$ cat src/rtl/dim_pkg.sv
package dim_pkg;
  localparam int NCH  = 2;
  localparam int CH_A = 0;
  localparam int CH_B = 1;

  // receive interrupt mode decode: only the two single-bit codes are live
  function automatic logic rx_mode_live(input logic [1:0] mode);
    return (mode == 2'b01) || (mode == 2'b10);
  endfunction
endpackage

$ cat src/rtl/dim_src_qual.sv
module dim_src_qual #(
  parameter int CFG_W    = 8,
  parameter int EN_BIT   = 0,
  parameter int TXE_BIT  = 1,
  parameter int RXM_LO   = 3,
  parameter int BRKE_BIT = 7,
  parameter int BRKF_BIT = 7
) (
  input  logic [CFG_W-1:0] cfg,
  input  logic [CFG_W-1:0] ext,
  input  logic [CFG_W-1:0] line,
  input  logic             txp,
  input  logic             rxp,
  output logic             req
);
  import dim_pkg::*;

  logic tx_act, rx_act, brk_act;
  logic unused_bits;

  always_comb begin
    tx_act  = cfg[TXE_BIT] & txp;
    rx_act  = rx_mode_live(cfg[RXM_LO +: 2]) & rxp;
    brk_act = ext[BRKE_BIT] & line[BRKF_BIT];
    req     = cfg[EN_BIT] & (tx_act | rx_act | brk_act);
  end

  assign unused_bits = ^{cfg, ext, line};
endmodule

$ cat src/rtl/dim_stat_pack.sv
module dim_stat_pack #(
  parameter int STAT_W = 8,
  parameter int A_RX   = 5,
  parameter int A_TX   = 4,
  parameter int B_RX   = 2,
  parameter int B_TX   = 1
) (
  input  logic [dim_pkg::NCH-1:0] txp,
  input  logic [dim_pkg::NCH-1:0] rxp,
  output logic [STAT_W-1:0]       stat
);
  import dim_pkg::*;

  function automatic int rx_pos(input int c);
    return (c == CH_A) ? A_RX : B_RX;
  endfunction

  function automatic int tx_pos(input int c);
    return (c == CH_A) ? A_TX : B_TX;
  endfunction

  always_comb begin
    stat = '0;
    for (int c = 0; c < NCH; c++) begin
      stat[rx_pos(c)] = rxp[c];
      stat[tx_pos(c)] = txp[c];
    end
  end
endmodule

$ cat src/rtl/dim_out_reg.sv
module dim_out_reg #(
  parameter int STAT_W = 8
) (
  input  logic                    clk,
  input  logic                    rst,
  input  logic [dim_pkg::NCH-1:0] req,
  input  logic [STAT_W-1:0]       stat_d,
  output logic                    irq_q,
  output logic [STAT_W-1:0]       stat_q
);
  always_ff @(posedge clk) begin
    if (rst) begin
      irq_q  <= 1'b0;
      stat_q <= '0;
    end else begin
      irq_q  <= |req;
      stat_q <= stat_d;
    end
  end
endmodule

$ cat src/rtl/dual_irq_merge.sv
module dual_irq_merge #(
  parameter int CFG_W  = 8,
  parameter int STAT_W = 8
) (
  input  logic                clk,
  input  logic                rst,
  input  logic [2*CFG_W-1:0]  wr_cfg_i,
  input  logic [2*CFG_W-1:0]  wr_ext_i,
  input  logic [2*CFG_W-1:0]  rd_line_i,
  input  logic [1:0]          tx_pend_i,
  input  logic [1:0]          rx_pend_i,
  output logic                irq_o,
  output logic [STAT_W-1:0]   pend_stat_o
);
  import dim_pkg::*;

  logic [NCH-1:0]    ch_req;
  logic [STAT_W-1:0] stat_d;

  for (genvar c = 0; c < NCH; c++) begin : g_ch
    dim_src_qual #(.CFG_W(CFG_W)) u_qual (
      .cfg  (wr_cfg_i[c*CFG_W +: CFG_W]),
      .ext  (wr_ext_i[c*CFG_W +: CFG_W]),
      .line (rd_line_i[c*CFG_W +: CFG_W]),
      .txp  (tx_pend_i[c]),
      .rxp  (rx_pend_i[c]),
      .req  (ch_req[c])
    );
  end

  dim_stat_pack #(.STAT_W(STAT_W)) u_pack (
    .txp  (tx_pend_i),
    .rxp  (rx_pend_i),
    .stat (stat_d)
  );

  dim_out_reg #(.STAT_W(STAT_W)) u_oreg (
    .clk    (clk),
    .rst    (rst),
    .req    (ch_req),
    .stat_d (stat_d),
    .irq_q  (irq_o),
    .stat_q (pend_stat_o)
  );
endmodule

$ cat config.mk
export PLATFORM = sky130hd
export DESIGN_NAME = dual_irq_merge
export DESIGN_NICKNAME = d
export VERILOG_FILES = /design/src/rtl/dim_pkg.sv /design/src/rtl/dim_src_qual.sv /design/src/rtl/dim_stat_pack.sv /design/src/rtl/dim_out_reg.sv /design/src/rtl/dual_irq_merge.sv
export SDC_FILE = /design/constraint.sdc
export NUM_CORES = 1
export LEC_CHECK = 0
export BUFFER_PORTS_ARGS = -buffer_cell sky130_fd_sc_hd__buf_4
export CAP_MARGIN = 20
export CORE_MARGIN = 1
export CORE_UTILIZATION = 27
export DETAILED_ROUTE_END_ITERATION = 7
export GPL_TIMING_DRIVEN = 0
export PLACE_DENSITY_LB_ADDON = 0.15
export SLEW_MARGIN = 20
export SYNTH_ARGS = -nofsm -noshare
export SYNTH_HDL_FRONTEND = slang
export SYNTH_HIERARCHICAL = 1
export SYNTH_SLANG_ARGS = --single-unit
$ cat constraint.sdc
create_clock -name clk -period 0.9 [get_ports clk]
set_input_delay 0.09 -clock clk [delete_from_list [all_inputs] [get_ports clk]]
set_output_delay 0.09 -clock clk [all_outputs]
set_load 0.005 [all_outputs]
# After elaboration in Yosys (flattened, before gate mapping)
# Index checks and enable logic that the tools add are counted.
# word_totals
regBits	9
inputBits	54
elab_cells	22
# op_classes
n_eq_ne	4
bitwise_logic	12
n_reduce_logical	3
# ops
operator	n
AND 1 bit	8
equality test 2 x 1 -> 1 bit (second input constant)	2
equality test 2 bit (second input constant)	2
OR 1 bit	4
logical OR 1 bit	2
OR reduction 2 bit	1

# Logic depth before layout (Yosys ltp)
# logic_depth
word_depth	7
ltp_mapped	3

# By module
# Netlist, hierarchy kept.
# modules_own_cells
module	instances	cells_per_inst	area_each_um2
dim_out_reg	1	18	260.2
dim_src_qual	2	5	41.3
dim_stat_pack	1	9	63.8

# Worst setup path before layout
# Ideal clock, no wire load.
# synth_timing
kind	input port to flip-flop
start	input wr_cfg_i[9]
end	register u_oreg.irq_q
arrival_ns	0.537
t_required_ns	0.785
slack_ns	0.248
path_stages	3
cell_sequence	a22oi_2 > o22ai_2 > o21ba_2
# synth_via
elab_chain_len	5
# synth_rtl
element	line	text
from (decl)	dual_irq_merge.sv:7	input logic [2*CFG_W-1:0] wr_cfg_i,
AND 1 bit	dim_src_qual.sv:22	tx_act = cfg[TXE_BIT] & txp;
OR 1 bit (2 in a row)	dim_src_qual.sv:25	req = cfg[EN_BIT] & (tx_act | rx_act | brk_act);
AND 1 bit	dim_src_qual.sv:25	
net ch_req[1]	dual_irq_merge.sv:17	logic [NCH-1:0] ch_req;
OR reduction 2 bit	dim_out_reg.sv:16	irq_q <= |req;
to (signal assigned)	dim_out_reg.sv:16	
to (decl)	dim_out_reg.sv:8	output logic irq_q,
# The timed path passes the listed nets, and every way through them passes these cells.
# A chain may end at the register's enable or synchronous reset.

# Final worst setup path
# layout_timing
start	register u_oreg.stat_q[5]
end	output pend_stat_o[5]
# layout_lines
element	line	text
from (decl)	dim_out_reg.sv:9	output logic [STAT_W-1:0] stat_q
from (signal assigned)	dim_out_reg.sv:17	stat_q <= stat_d;
to (decl)	dual_irq_merge.sv:13	output logic [STAT_W-1:0] pend_stat_o
# No word-level cell between the ends.

==> results.py <==
metrics = {
    "run_status": {
        "status": "finished, final reports clean",
    },
    "pwr": {
        "power_leakage_nw": 0.347,
        "p_per_area_mw_per_mm2": 1380,
        "worst_ir_drop_vdd_mv": 0.657,
    },
    "clock_network": {
        "htreeDepth": 1,
        "ctsHoldBuffers": 0,
        "cts_buffers": 3,
        "clock-sinks": 9,
        "clock_path_buffers": 2,
        "clkTransAtPathRegs_ns": 0.06,
        "cts_resized": 0,
        "post_cts_buffers": 0,
        "tritoncts": "yes",
        "cts_root_buffer": "clkbuf_4",
    },
    "final_layout": {
        "fin_nets": 125,
        "final_cell_mix": "buf_4, dfxtp_1, and2b_2",
        "syn_to_final_growth_pct": 61.8,
        "drive_gt1_share_pct": 71.4,
        "final_common_cell": "buf_4",
        "diodes": 0,
    },
    "floorplanning": {
        "die_area_sq_mm": 0.00167,
        "ios": 63,
        "core_area_sq_mm": 0.00135,
        "die_y_microns": 40.8,
        "start_util_pct": 30.1,
        "rows": 13,
        "fp.dieW_microns": 40.8,
    },
    "timing": {
        "finalSetupTns_ns": 0,
        "period_share_pct": 85.9,
        "max_freq_mhz": 1290,
        "min_period_ns": 0.773,
        "hold_viol_final": 0,
        "setup_ws_ns": 0.127,
        "finalMaxSlewViolations": 0,
        "finalSetupViolations": 0,
        "rsz0062_at_grt": "no",
    },
    "routing": {
        "drtPass1Iterations": 1,
        "drt_iter0_drc": 0,
        "dr_wl_met3_microns": 58,
        "top_layer": "met3",
        "via_count": 312,
        "route.met2.wl_microns": 346,
        "wire_per_inst_microns": 7.36,
        "vias_per_cell": 3.67,
        "wl_met1_microns": 221,
        "wl_microns": 626,
        "drc": 0,
        "antenna_left": 0,
    },
    "synthesis": {
        "synth_seq_cells": 9,
        "yosys.cell_types.count": 10,
        "seq_area_frac_synth_pct": 44.3,
        "yosys_warnings": 6,
        "synth_cells": 37,
        "netlist_area_sq_um": 407,
        "avgSynthCellArea_sq_um": 11.0,
    },
    "worst_setup_path": {
        "worstPathMaxFanout": 1,
        "cp.required_ns": 0.81,
        "worstSetupEndpoint": "pend_stat_o[5]",
        "critPathCaptureType": "output pin",
        "cp_cell_sequence": "buf_4",
        "path_buf_inv": 1,
        "cp-start-kind": "flop",
        "path_class": "reg -> out",
        "arrival_ns": 0.68,
        "crit_family": "flip-flops",
        "crit_path_max_incr_delay_ns": 0.31,
        "startpoint": "u_oreg/stat_q[5]",
        "worstSetupPathDepth": 1,
        "slowest_stage": "dfxtp_1",
    },
    "grt": {
        "grt_overflow": 0,
        "grt_pass1_vias": 243,
        "antenna_found_initial": 0,
        "grt_pass1_wl_microns": 917,
        "grt_usage_pct": 8.06,
        "grt_max_degree": 10,
    },
    "min_path": {
        "hold_depth": 3,
        "worst_hold_path_type": "in -> reg",
    },
    "run": {
        "cap_violations": 0,
    },
    "placement": {
        "place_ws_ns": 0.0936,
        "gp_congestion": 0.565,
        "portBuffers": 26,
    },
}
## cells by family after synthesis
logic type	count (synthesis)	share of synthesized area (%)
buf+inv	10	16.6
simple gates	10	19.1
flops	9	44.3
other cells	1	0.922
compound gates	5	14.8
xor+xnor	2	4.31
## cell usage after synthesis
cell     instances  share of area (%)
o21ba_2          1                2.5
inv_1            2                1.8
conb_1           1               0.92
and2b_2          8                 17
o22ai_2          2                6.2
dfxtp_1          9                 44
nand2_1          2                1.8
xnor2_1          2                4.3
a22oi_2          2                6.2
buf_4            8                 15
## sequential cells by signal, indices dropped and copies added (netlist names)
| name | count |
|---|---|
| u_oreg/stat_q | 8 |
| u_oreg/irq_q | 1 |
## per-layer routing
metal | vias to the layer above | global-route usage [%]
li1 | 171 | -
met1 | 126 | 8.74
met2 | 15 | 16.4
met3 | 0 | 1.63
met4 | 0 | 0
met5 | - | 0
## where the power goes
part / switching, mW / leakage (nW) / total, mW / internal [mW]
Clock: 0.120 / 0.0150 / 0.290 / 0.169
Combinational: 0.0533 / 0.257 / 0.188 / 0.135
Sequential: 0.00581 / 0.0750 / 0.428 / 0.422
Total: 0.179 / 0.347 / 0.906 / 0.726
## through the flow
step / instances / utilization (%) / cell area, sq um / power, mW / hold slack, ns
finish: 85 / 48.7 / 658 / 0.906 / 0.158
global route: 85 / 48.7 / 658 / 0.964 / 0.156
CTS: 85 / 48.7 / 658 / 0.920 / 0.155
detailed placement: 81 / 46.8 / 632 / 0.627 / 0.414
global placement: 81 / 46.8 / 632 / 0.624 / 0.409
floorplan: 40 / - / 418 / 0.521 / 0.269
## worst min-delay path by stage
stage	startpoint	to	slack [ns]
5_1_grt	rx_pend_i[1]	u_oreg/stat_q[2]	0.16
4_1_cts	rx_pend_i[1]	u_oreg/stat_q[2]	0.15
3_3_place_gp	rx_pend_i[0]	u_oreg/stat_q[5]	0.41
3_5_place_dp	rx_pend_i[1]	u_oreg/stat_q[2]	0.41
6_report	rx_pend_i[1]	u_oreg/stat_q[2]	0.16
2_1_floorplan	rst	u_oreg/irq_q	0.27
## layout make-up
cell class              instances  area (sq um)
fillers                       138           692
repair buffers                 26           195
well taps                      15          18.8
flip-flops and latches          9           180
multi-input cells              21           170
inverters                       2          7.51
plain buffers                   8          60.1
clock buffers                   4          26.3
Note: power is estimated with default switching activity, not from simulation.
